**src/rtl/segx_pkg.sv**
```systemverilog
package segx_pkg;
  typedef enum logic [1:0] {
    CAUSE_NONE   = 2'd0,
    CAUSE_RANGE  = 2'd1,
    CAUSE_ABSENT = 2'd2,
    CAUSE_BOUND  = 2'd3
  } cause_e;
endpackage

```
**src/rtl/seg_table.sv**
```systemverilog
module seg_table #(
  parameter int SEG_W = 3,
  parameter int OFF_W = 12,
  parameter int PA_W  = 16
) (
  input  logic             clk,
  input  logic             rst_n,
  input  logic             wr_en,
  input  logic             wr_sel,
  input  logic [SEG_W-1:0] wr_idx,
  input  logic [PA_W-1:0]  wr_base,
  input  logic [OFF_W-1:0] wr_limit,
  input  logic             wr_resident,
  input  logic [SEG_W:0]   wr_count,
  input  logic [SEG_W-1:0] rd_idx,
  output logic [PA_W-1:0]  rd_base,
  output logic [OFF_W-1:0] rd_limit,
  output logic             rd_resident,
  output logic [SEG_W:0]   count_q
);
  localparam int ENTRIES = 1 << SEG_W;

  logic [PA_W-1:0]  base_q  [ENTRIES];
  logic [OFF_W-1:0] limit_q [ENTRIES];
  logic [ENTRIES-1:0] res_q;
  logic [ENTRIES-1:0] ent_we;
  logic               count_we;
  logic [SEG_W:0]     count_d;

  always_comb begin
    count_we = wr_en && wr_sel;
    count_d  = count_we ? wr_count : count_q;
  end

  always_ff @(posedge clk or negedge rst_n) begin
    if (!rst_n) count_q <= '0;
    else        count_q <= count_d;
  end

  for (genvar i = 0; i < ENTRIES; i++) begin : g_ent
    logic [PA_W-1:0]  base_d;
    logic [OFF_W-1:0] limit_d;
    logic             res_d;

    always_comb begin
      ent_we[i] = wr_en && !wr_sel && (wr_idx == SEG_W'(i));
      base_d    = ent_we[i] ? wr_base     : base_q[i];
      limit_d   = ent_we[i] ? wr_limit    : limit_q[i];
      res_d     = ent_we[i] ? wr_resident : res_q[i];
    end

    always_ff @(posedge clk or negedge rst_n) begin
      if (!rst_n) begin
        base_q[i]  <= '0;
        limit_q[i] <= '0;
        res_q[i]   <= 1'b0;
      end else begin
        base_q[i]  <= base_d;
        limit_q[i] <= limit_d;
        res_q[i]   <= res_d;
      end
    end
  end

  always_comb begin
    rd_base     = base_q[rd_idx];
    rd_limit    = limit_q[rd_idx];
    rd_resident = res_q[rd_idx];
  end

  AST_COUNT_HOLD: assert property (@(posedge clk) disable iff (!rst_n)
    !$past(wr_en && wr_sel) |-> $stable(count_q)) else $error("count changed without write");
  AST_RES_ONLY_BY_WRITE: assert property (@(posedge clk) disable iff (!rst_n)
    !$past(wr_en) |-> $stable(res_q)) else $error("resident flags changed without write");
endmodule

```
**src/rtl/seg_check.sv**
```systemverilog
module seg_check
  import segx_pkg::*;
#(
  parameter int SEG_W = 3,
  parameter int OFF_W = 12,
  parameter int PA_W  = 16
) (
  input  logic [SEG_W-1:0] seg,
  input  logic [OFF_W-1:0] off,
  input  logic [SEG_W:0]   count,
  input  logic [PA_W-1:0]  base,
  input  logic [OFF_W-1:0] limit,
  input  logic             resident,
  output logic             fault,
  output cause_e           cause,
  output logic [PA_W-1:0]  paddr
);
  localparam int PAD_W = PA_W - OFF_W;

  logic out_of_range;
  logic absent;
  logic beyond;
  logic [PA_W-1:0] off_ext;

  always_comb begin
    out_of_range = {1'b0, seg} >= count;
    absent       = !resident;
    beyond       = off > limit;
    off_ext      = {{PAD_W{1'b0}}, off};
    if (out_of_range)  cause = CAUSE_RANGE;
    else if (absent)   cause = CAUSE_ABSENT;
    else if (beyond)   cause = CAUSE_BOUND;
    else               cause = CAUSE_NONE;
    fault = (cause != CAUSE_NONE);
    paddr = fault ? '0 : (base + off_ext);
  end
endmodule

```
**src/rtl/seg_xlate.sv**
```systemverilog
module seg_xlate
  import segx_pkg::*;
#(
  parameter int SEG_W = 3,
  parameter int OFF_W = 12,
  parameter int PA_W  = 16
) (
  input  logic             clk,
  input  logic             rst_n,
  input  logic             wr_en,
  input  logic             wr_sel,
  input  logic [SEG_W-1:0] wr_idx,
  input  logic [PA_W-1:0]  wr_base,
  input  logic [OFF_W-1:0] wr_limit,
  input  logic             wr_resident,
  input  logic [SEG_W:0]   wr_count,
  input  logic             req_valid,
  input  logic [SEG_W-1:0] req_seg,
  input  logic [OFF_W-1:0] req_off,
  output logic             rsp_valid,
  output logic             rsp_fault,
  output logic [1:0]       rsp_cause,
  output logic [PA_W-1:0]  rsp_paddr
);
  logic sync1_q, rst_ns;

  always_ff @(posedge clk or negedge rst_n) begin
    if (!rst_n) begin
      sync1_q <= 1'b0;
      rst_ns  <= 1'b0;
    end else begin
      sync1_q <= 1'b1;
      rst_ns  <= sync1_q;
    end
  end

  logic [PA_W-1:0]  t_base;
  logic [OFF_W-1:0] t_limit;
  logic             t_res;
  logic [SEG_W:0]   count_q;

  seg_table #(.SEG_W(SEG_W), .OFF_W(OFF_W), .PA_W(PA_W)) u_table (
    .clk(clk), .rst_n(rst_ns),
    .wr_en(wr_en), .wr_sel(wr_sel), .wr_idx(wr_idx),
    .wr_base(wr_base), .wr_limit(wr_limit), .wr_resident(wr_resident),
    .wr_count(wr_count), .rd_idx(req_seg),
    .rd_base(t_base), .rd_limit(t_limit), .rd_resident(t_res),
    .count_q(count_q)
  );

  logic            c_fault;
  cause_e          c_cause;
  logic [PA_W-1:0] c_paddr;

  seg_check #(.SEG_W(SEG_W), .OFF_W(OFF_W), .PA_W(PA_W)) u_check (
    .seg(req_seg), .off(req_off), .count(count_q),
    .base(t_base), .limit(t_limit), .resident(t_res),
    .fault(c_fault), .cause(c_cause), .paddr(c_paddr)
  );

  logic            accept;
  logic            v_d, f_d;
  logic [1:0]      c_d;
  logic [PA_W-1:0] a_d;

  always_comb begin
    accept = req_valid && !wr_en;
    v_d    = accept;
    f_d    = accept ? c_fault : rsp_fault;
    c_d    = accept ? c_cause : rsp_cause;
    a_d    = accept ? c_paddr : rsp_paddr;
  end

  always_ff @(posedge clk or negedge rst_ns) begin
    if (!rst_ns) begin
      rsp_valid <= 1'b0;
      rsp_fault <= 1'b0;
      rsp_cause <= 2'd0;
      rsp_paddr <= '0;
    end else begin
      rsp_valid <= v_d;
      rsp_fault <= f_d;
      rsp_cause <= c_d;
      rsp_paddr <= a_d;
    end
  end

  AST_RSP_NEEDS_REQ: assert property (@(posedge clk) disable iff (!rst_ns)
    rsp_valid |-> $past(req_valid && !wr_en)) else $error("response without request");
  AST_WR_DROPS_REQ: assert property (@(posedge clk) disable iff (!rst_ns)
    $past(wr_en) |-> !rsp_valid) else $error("request during write answered");
  AST_RANGE_WINS: assert property (@(posedge clk) disable iff (!rst_ns)
    $past(req_valid && !wr_en && ({1'b0, req_seg} >= count_q)) |-> (rsp_cause == 2'd1)) else $error("range fault not first");
  AST_ABSENT_BEFORE_BOUND: assert property (@(posedge clk) disable iff (!rst_ns)
    $past(req_valid && !wr_en && ({1'b0, req_seg} < count_q) && !t_res) |-> (rsp_cause == 2'd2)) else $error("absent fault lost");
  AST_FAULT_ZERO_ADDR: assert property (@(posedge clk) disable iff (!rst_ns)
    (rsp_valid && rsp_fault) |-> (rsp_paddr == '0)) else $error("fault with address");
  AST_CAUSE_AGREES: assert property (@(posedge clk) disable iff (!rst_ns)
    rsp_valid |-> (rsp_fault == (rsp_cause != 2'd0))) else $error("fault flag and cause disagree");
endmodule

```
**config.mk**
```make
export PLATFORM = sky130hd
export DESIGN_NAME = seg_xlate
export DESIGN_NICKNAME = d
export VERILOG_FILES = /design/src/rtl/segx_pkg.sv /design/src/rtl/seg_table.sv /design/src/rtl/seg_check.sv /design/src/rtl/seg_xlate.sv
export SDC_FILE = /design/constraint.sdc
export NUM_CORES = 1
export LEC_CHECK = 0
export ABC_CLOCK_PERIOD_IN_PS = 7250
export CORE_MARGIN = 8
export CORE_UTILIZATION = 54
export DETAILED_ROUTE_END_ITERATION = 6
export GPL_TIMING_DRIVEN = 0
export PLACE_DENSITY = 0.77
export SYNTH_ARGS = -nofsm -noshare
export SYNTH_HDL_FRONTEND = slang
export SYNTH_SLANG_ARGS = --single-unit
```
**constraint.sdc**
```tcl
create_clock -name clk -period 7.25 [get_ports clk]
set_input_delay 0.725 -clock clk [delete_from_list [all_inputs] [get_ports clk]]
set_output_delay 0.725 -clock clk [all_outputs]
set_load 0.01 [all_outputs]
```
==> results of run 1 <==
[logic make-up after synthesis]
group	after synthesis	share of synthesized area, %
mux	323	35.29
flops	258	53.14
compound gates	63	3.718
simple gates	56	2.358
buf+inv	49	1.792
fa+ha+maj	28	2.945
xor+xnor	10	0.7209
other cells	1	0.03087
[worst register-to-register path: cells and delay by family, from the launching register on]
family | cells | cell delay, ns
muxes | 2 | 0.82
AOI/OAI and AO/OA | 5 | 1.39
and+or+nand+nor | 1 | 0.14
DFF | 1 | 0.37
adders and majority gates | 2 | 0.65
[per-stage QoR]
step / util (%) / cells / setup WS [ns] / total power, mW
3_5_place_dp: 59.74 / 1151 / 2.051 / 2.958
4_1_cts: 64.02 / 1200 / 2.578 / 4.419
2_1_floorplan: - / 788 / 3.018 / 2.635
3_3_place_gp: 59.23 / 1147 / 1.458 / 2.897
5_1_grt: 64.02 / 1200 / 2.315 / 4.609
6_report: 64.02 / 1200 / 2.500 / 4.392
[flip-flops by register name (all words and copies together) (netlist names)]
signal,count
rsp_cause,2
rsp_fault,1
rsp_paddr,16
rsp_valid,1
rst_ns,1
sync1_q,1
u_table.base_q,128
u_table.count_q,4
u_table.limit_q,96
u_table.res_q,8
[power by group]
part / switching (mW) / total, mW / internal (mW)
Clock: 0.557 / 1.46 / 0.898
Combinational: 0.410 / 0.993 / 0.583
Sequential: 0.172 / 1.94 / 1.77
Total: 1.14 / 4.39 / 3.25
[final timing paths]
path	depth (start not counted)	startpoint	to
max	13	req_seg[1]	rsp_paddr[14]
min	0	rst_ns	u_table.base_q[24]
max reg2reg	10	u_table.base_q[64]	rsp_paddr[14]
min reg2reg	0	rst_ns	u_table.base_q[24]
max in group asynchronous	2	rst_ns	u_table.limit_q[87]
min in group clk	0	sync1_q	rst_ns
[area by class of cell]
cell class / instances / area [um^2] / area share (%)
clock buffer: 45 / 885.9 / 6.187
inverter: 6 / 22.52 / 0.1573
sequential: 258 / 6460 / 45.12
tap: 285 / 356.6 / 2.490
clock inverter: 4 / 72.57 / 0.5068
multi-input combinational: 481 / 5475 / 38.24
buffer: 43 / 195.2 / 1.363
timing repair buffer: 78 / 850.8 / 5.942
[routing by layer]
| layer | routed length, um | vias up | GRT usage (%) |
|---|---|---|---|
| li1 | - | 3204 | - |
| met1 | 12690 | 3762 | 28.47 |
| met2 | 13110 | 161 | 32.47 |
| met3 | 1246 | 37 | 3.304 |
| met4 | 435 | 0 | 5.257 |
| met5 | 0 | - | 0 |
[cells in the final DEF (no fill, tap or decap), types with 11 or more instances in the layout]
cell type          n
clkbuf_1          19
clkbuf_16         29
a22o_1            13
buf_2             21
mux4_2            55
nand2_1           13
mux2i_1           13
dfrtp_1          257
clkdlybuf4s50_1   74
mux2_2           251
o21ai_0           11
ha_1              27
nor2_1            18
a21oi_1           16
==> metrics.txt, run 1 <==
outcome=completed; critical path peak fanout=10; Final #Nets=980; YS warnings=0; Fmax=210.5 MHz; CTS tree=built; GR Util All Layers=20.27%; Die Ht=166.0 um; ANT nets after route=0; # clock sinks=258; Power Density=306.7 mW/mm^2; 1st-iter DRT viols=372; Area after DPL=0.01336 mm^2; global-route wire length before repair=44.51 mm; sequential share of the synthesized area=53.14%; Slowest-stage cell, CP=clkbuf_1; die extent in x=166.0 um; DP HPWL=18.86 mm; # IOs=76; Post-Syn Area=0.01215 mm^2; core area=0.02237 mm^2; largest cells by area after synthesis=dfrtp_1 (53%), mux2_2 (23%), mux4_2 (10%); part of the cycle the worst path needs=65.51%; Slew @ Worst Pin=0.8849 ns; ys async rst share=100.0%; final wirelength=27.48 mm; Synth Instances=788; Final Slew Violations=0; leakage=6.202 nW; Crit path required time=7.67 ns; Hold Vio Cnt, Final=0; DRC Markers=0; RSZ-0062 raised after global routing=false; Mapped Nets=872; post-cts hold buffer count=0; WL/cell=22.90 um; library cells used by synthesis=45; crit-path leading delay family=buffers and inverters; clock latency at the later pin of the worst-skew pair=0.54 ns; Pre-Repair DR Iteration Count=4; syn avg cell area=15.42 um^2; number of synthesized register bits=258; slew margin rel.=41.01%; total of max-cap violations=0; GPL Wtd Cong=0.8048; Fillers=1588; CTS root buffer=clkbuf_16; CTS buffer count=28; row cnt=55; Clock Path Buffers=3; initial antenna violation count=0; Post-synth top cells=dfrtp_1 (258), mux2_2 (251), mux4_2 (55); Post CTS Setup Buffer Count=0; crit path DAT=5.17 ns; top_reg_cell synth=dfrtp_1; # H-tree levels=1; Port Buffers=74; Crit Path Category=in2reg; Critical Path, Cell by Cell=clkdlybuf4s50_1, buf_6, clkbuf_1, mux4_2, mux2_2, ha_1, fa_1, a21o_1, nand4_1, a21oi_1, o41ai_1, o21ai_0, a32o_1; Critical Path Sink Type=flip-flop; Startpoint Class=input pin; P&R area growth vs syn=17.86%; vias=7164; most frequent cell after synthesis=dfrtp_1; DR vias/cell=5.970; flop2flop setup slack=3.78 ns; Post-synth EDFFs=0; CP max stage delay=0.67 ns; final setup violation count=0; class of the worst hold path=reg2async; post_cts resized=0; worst vdd ir=0.1797 mV; hold slack=0.3260 ns; largest net degree at the start of global routing=62; post-route design area=0.01432 mm^2; Initial Utilization=54.32%; Synth top area share=53.14%; Clk pin slew, worst setup/hold paths=0.06 ns; final setup TNS=0 ns; Final min period=4.750 ns; post-synth top area cell=dfrtp_1; WP buf/inv=3; layout cell share with drive strength beyond 1=41.64%; Final Skew=0.01017 ns; vias in the first global route=7882; # diodes=0; Die Footprint=0.02755 mm^2; GRT overflow=0
Power figures use the tool's default switching activity.
==> run 2: changes to the inputs <==
--- a/config.mk
+++ b/config.mk
@@ -5,12 +5,12 @@
 export SDC_FILE = /design/constraint.sdc
 export NUM_CORES = 1
 export LEC_CHECK = 0
-export ABC_CLOCK_PERIOD_IN_PS = 7250
+export ABC_CLOCK_PERIOD_IN_PS = 4460
 export CORE_MARGIN = 8
-export CORE_UTILIZATION = 54
+export CORE_UTILIZATION = 60
 export DETAILED_ROUTE_END_ITERATION = 6
 export GPL_TIMING_DRIVEN = 0
-export PLACE_DENSITY = 0.77
+export PLACE_DENSITY = 0.81
 export SYNTH_ARGS = -nofsm -noshare
 export SYNTH_HDL_FRONTEND = slang
 export SYNTH_SLANG_ARGS = --single-unit
==> constraint.sdc (replaced) <==
create_clock -name clk -period 4.46 [get_ports clk]
set_input_delay 0.446 -clock clk [delete_from_list [all_inputs] [get_ports clk]]
set_output_delay 0.446 -clock clk [all_outputs]
set_load 0.01 [all_outputs]
==> run 2 against run 1 <==
Compared with the run above:
- die area down 9.1%
- clock power up 64%
- total power up 64%
- routed wire length up 3.2%
- critical path depth down 1
- clock skew down 0.0011 ns
- non-clock buffer count down 1
- hold slack worse by 0.25 ns
==> metrics.txt, run 2 (synthesized netlist as in run 1, its figures left out) <==
DP HPWL=19.76 mm; GPL Wtd Cong=0.8732; Fmax=237.5 MHz; RSZ-0062 raised after global routing=false; final setup TNS=0 ns; # diodes=0; Final Skew=0.009079 ns; global-route wire length before repair=45.29 mm; P&R area growth vs syn=17.58%; final wirelength=28.36 mm; multi-input logic area=0.005475 mm^2; core area=0.02004 mm^2; Reg2Reg Capture Point=rsp_paddr[14]; GR Util All Layers=23.67%; Initial Utilization=60.63%; DR vias/cell=6.219; slew margin rel.=36.53%; layout cell share with drive strength beyond 1=42.23%; hold slack=0.07765 ns; Crit Path Category=in2reg; row cnt=52; vias=7363; post-cts hold buffer count=0; Critical Path Sink Type=flip-flop; largest registers=u_table.base_q (128), u_table.limit_q (96), rsp_paddr (16); largest net degree at the start of global routing=77; Crit path required time=4.88 ns; CP max stage delay=0.73 ns; Area after DPL=0.01331 mm^2; Startpoint Class=input pin; Slew @ Worst Pin=0.9521 ns; CTS tree=built; crit-path leading delay family=buffers and inverters; # clock sinks=258; Fillers=1288; Post CTS Setup Buffer Count=0; die extent in x=158.3 um; Worst R2R Start=u_table.base_q[64]; Port Buffers=74; Slowest-stage cell, CP=clkbuf_1; # H-tree levels=1; crit path DAT=4.63 ns; max reg flops=128; flop2flop setup slack=0.99 ns; clock latency at the later pin of the worst-skew pair=0.53 ns; final setup violation count=0; WL/cell=23.95 um; most common cell after layout, fill and taps aside=dfrtp_1; CTS root buffer=clkbuf_16; Hold Vio Cnt, Final=0; CTS buffer count=27; Pre-Repair DR Iteration Count=5; Clk pin slew, worst setup/hold paths=0.06 ns; DRC Markers=0; FF-to-FF path depth=10; total of max-cap violations=0; part of the cycle the worst path needs=94.39%; Biggest register=u_table.base_q; Die Ht=158.3 um; ANT nets after route=0; vias in the first global route=8050; GRT overflow=0; FF/Latch Area=0.006460 mm^2; worst vdd ir=0.3544 mV; class of the worst hold path=in2async; commonest non-fill, non-tap cells in the layout=dfrtp_1 (257), mux2_2 (251), clkdlybuf4s50_1 (74), mux4_2 (55); leakage=6.208 nW; initial antenna violation count=0; outcome=completed; Clock Path Buffers=3; Final #Nets=978; 1st-iter DRT viols=465; post-route design area=0.01429 mm^2; WP buf/inv=3; critical path peak fanout=10; Final Slew Violations=0; Critical Path Most Common Cell=a21oi_1; Final min period=4.210 ns; Critical Path, Cell by Cell=clkdlybuf4s50_1, buf_6, clkbuf_1, mux4_2, mux2_2, ha_1, a2111oi_0, o21ai_0, a21oi_1, a21oi_1, xor2_1, a22o_1; Die Footprint=0.02506 mm^2; # IOs=76; Power Density=504.0 mW/mm^2
==> run 2: cell types whose count changed in the layout (fill, tap and decap cells not counted), moves of 2 or more <==
cell	before	now
clkbuf_2	0	3
bufinv_16	2	4
clkbuf_1	19	15
buf_1	8	6
clkinv_2	1	4
clkbuf_16	29	27
==> run 2: metrics by stage <==
step	power, mW	setup slack (ns)	utilization [%]	std cells
floorplan	4.283	0.2276	-	788
detailed placement	4.826	-0.4867	66.44	1135
global placement	4.673	-0.8306	66.02	1132
global route	7.521	0.07169	71.29	1184
finish	7.200	0.2502	71.29	1184
CTS	7.235	0.04321	71.27	1184
==> run 2: worst register-to-register path, cell delays in order (launching register included) <==
cell	delay (ns)
dfrtp_1	0.37
mux4_2	0.47
mux2_2	0.31
ha_1	0.23
fa_1	0.41
a21o_1	0.19
nand4_1	0.13
a21oi_1	0.11
o41ai_1	0.64
o21ai_0	0.21
a32o_1	0.27
==> run 2: repair_timing <==
item / in CTS / in global routing
endpoints found under the hold margin: 0 / 0
gates resized for setup: 0 / 4
setup endpoints to repair: 0 / 11
==> run 2: metal layers <==
layer	share of wire [%]	GRT usage, %
met5	0	0
met1	43	31.42
met3	4.4	2.986
met4	3.2	8.352
met2	50	39.75
==> run 2: cell type report <==
class | instances | area share (%)
flip-flops and latches | 258 | 45.22
well taps | 270 | 2.365
plain buffers | 43 | 1.393
repair buffers | 77 | 5.763
clock buffers | 39 | 5.676
clock inverters | 10 | 1.095
inverters | 6 | 0.1577
multi-input cells | 481 | 38.33
==> run 2: how the worst max path moves through the flow <==
stage,start,to,slack [ns],depth (start not counted)
finish,req_seg[1],rsp_paddr[13],0.25,12
global route,req_seg[1],rsp_paddr[14],0.07,13
CTS,req_seg[1],rsp_paddr[14],0.04,13
detailed placement,req_seg[1],rsp_paddr[14],-0.49,13
global placement,rst_ns,u_table.limit_q[70],-0.83,0
floorplan,rst_ns,rsp_cause[0],0.23,0
==> run 2: power breakdown <==
group          internal (mW)  switching (mW)
logic                  0.948           0.682
registers               2.88           0.298
clock network           1.49           0.905
==> run 3: changes to the inputs <==
--- a/config.mk
+++ b/config.mk
@@ -9,7 +9,6 @@
 export CORE_MARGIN = 8
 export CORE_UTILIZATION = 60
 export DETAILED_ROUTE_END_ITERATION = 6
-export GPL_TIMING_DRIVEN = 0
 export PLACE_DENSITY = 0.81
 export SYNTH_ARGS = -nofsm -noshare
 export SYNTH_HDL_FRONTEND = slang
==> constraint.sdc (replaced) <==
create_clock -name clk -period 4.46 [get_ports clk]
set_input_delay 0.446 -clock clk [delete_from_list [all_inputs] [get_ports clk]]
set_output_delay 0.446 -clock clk [all_outputs]
set_load 0.1 [all_outputs]
==> run 3 against run 2 <==
Compared with the run above:
- clock power is 3% lower
- cell count is 2.2% lower
- register-to-register slack better by 0.04 ns
- count of clock-buffer cells in the layout is 3 lower
==> metrics.txt, run 3 (synthesized netlist as in run 1, its figures left out) <==
outcome=completed; FF/Latch Area=0.006460 mm^2; Switching Share=29.26%; initial antenna violation count=1; vias in the first global route=8024; global-route wire length before repair=45.71 mm; Port Buffers=75; core area=0.02004 mm^2; GR Util All Layers=23.96%; Worst R2R Start=u_table.base_q[32]; Startpoint Class=flip-flop; Biggest register=u_table.base_q; Fillers=1309; DP HPWL=18.41 mm; ANT nets after route=0; hold slack=0.06727 ns; Initial Utilization=60.63%; Fmax=292.0 MHz; largest registers=u_table.base_q (128), u_table.limit_q (96), rsp_paddr (16); Int Pwr=5.241 mW; slew margin rel.=33.84%; clock latency at the later pin of the worst-skew pair=0.54 ns; Critical Path, Cell by Cell=mux4_2, mux2_2, ha_1, fa_1, a21o_1, nand4_1, a21oi_1, o41ai_1, o21ai_0, a32o_1; # H-tree levels=1; crit path capture=rsp_paddr[14]; CP max stage delay=0.62 ns; RSZ-0062 raised after global routing=false; leakage=6.125 nW; CP startpoint=u_table.base_q[32]; part of the cycle the worst path needs=76.80%; Clock Path Buffers=3; row cnt=52; final setup TNS=0 ns; final setup violation count=0; met2 routed WL=14.35 mm; P&R area growth vs syn=16.47%; DR vias/cell=6.228; layout cell share with drive strength beyond 1=43.07%; Final Skew=0.01710 ns; Die Ht=158.3 um; final wirelength=28.43 mm; Slowest-stage cell, CP=o41ai_1; largest net degree at the start of global routing=147; Comb pwr share=25.6%; Power Density=523.6 mW/mm^2; crit path DAT=3.85 ns; commonest non-fill, non-tap cells in the layout=dfrtp_1 (257), mux2_2 (251), clkdlybuf4s50_1 (72), mux4_2 (55); Reg2Reg Capture Point=rsp_paddr[14]; share of power burned in the clock network=31.4%; Slew @ Worst Pin=0.9893 ns; worst vdd ir=0.3262 mV; FF-to-FF path depth=10; GRT overflow=0; Final #Nets=953; GPL Wtd Cong=0.8705; CTS tree=built; Setup WS post-layout=1.035 ns; Clk pin slew, worst setup/hold paths=0.07 ns; Final Slew Violations=0; Post CTS Setup Buffer Count=0; max reg flops=128; Pre-Repair DR Iteration Count=4; met3 wire len=1.752 mm; class of the worst hold path=in2async; Seq pwr share=43.0%; CTS root buffer=clkbuf_16; Crit path required time=4.88 ns; WL/cell=24.55 um; total of max-cap violations=0; top routing layer in use=met5; vias=7212; DRC Markers=0; 1st-iter DRT viols=363; flop2flop setup slack=1.03 ns; Die Footprint=0.02506 mm^2; Crit Path Category=reg2reg; Hold Vio Cnt, Final=0; Final min period=3.425 ns; Critical Path Sink Type=flip-flop; pre-CTS WS=0.5662 ns; Net Switching=2.168 mW; # clock sinks=258; multi-input logic area=0.005490 mm^2; most common cell after layout, fill and taps aside=dfrtp_1; CTS buffer count=27; post-cts hold buffer count=0; M1 WL=11.41 mm; die extent in x=158.3 um; total power of the final layout=7.409 mW; # IOs=76; critical path peak fanout=3; post_cts resized=0
## run 3: changes by cell type in the layout (fill, tap and decap cells not counted), moves of 4 or more
cell / delta
clkbuf_8: -4
buf_4: +19
buf_2: -19
clkbuf_1: -11
buf_1: -6
## run 3: final cells by class
type                       count  share of cell area, %
antenna                        1                0.01769
clock buffer                  36                  5.367
clock inverter                11                  1.158
inverter                       6                 0.1592
multi-input combinational    481                  38.80
sequential                   258                  45.65
tap                          270                  2.387
timing repair buffer          95                  6.455
## run 3: metal layers
layer	GRT usage, %	vias up
met1	30.92	3793
met3	3.990	63
met4	8.801	2
li1	-	3133
met2	40.35	221
met5	0	-
## run 3: power groups by stage
stage / logic [mW] / clock network (mW) / registers (mW)
finish: 1.89 / 2.33 / 3.19
global route: 2.04 / 2.47 / 3.25
CTS: 1.91 / 2.36 / 3.18
detailed placement: 1.90 / 0 / 3.22
global placement: 1.81 / 0 / 3.16
floorplan: 1.14 / 0 / 3.42
## run 3: metrics by stage
stage	util, %	instance area, um^2	std cells
finish	70.61	14150	1158
global route	70.60	14150	1157
global placement	65.99	13220	1110
CTS	70.60	14150	1157
floorplan	-	12150	788
detailed placement	65.99	13220	1110
## run 3: worst min-delay path by stage
stage,start,endpoint,slack [ns],cells after the start
6_report,rst_n,rst_ns,0.07,1
2_1_floorplan,rst_n,rst_ns,0.15,0
3_5_place_dp,rst_ns,u_table.base_q[38],0.33,0
5_1_grt,rst_n,rst_ns,0.06,1
4_1_cts,rst_n,rst_ns,0.06,1
3_3_place_gp,rst_ns,u_table.base_q[86],0.31,0
## run 3: worst max-delay path, delay by kind of cell (launching register included)
| kind | cells | cell delay, ns |
|---|---|---|
| AOI/OAI and AO/OA | 5 | 1.38 |
| muxes | 2 | 0.74 |
| adders and majority gates | 2 | 0.66 |
| DFF | 1 | 0.39 |
| and+or+nand+nor | 1 | 0.14 |
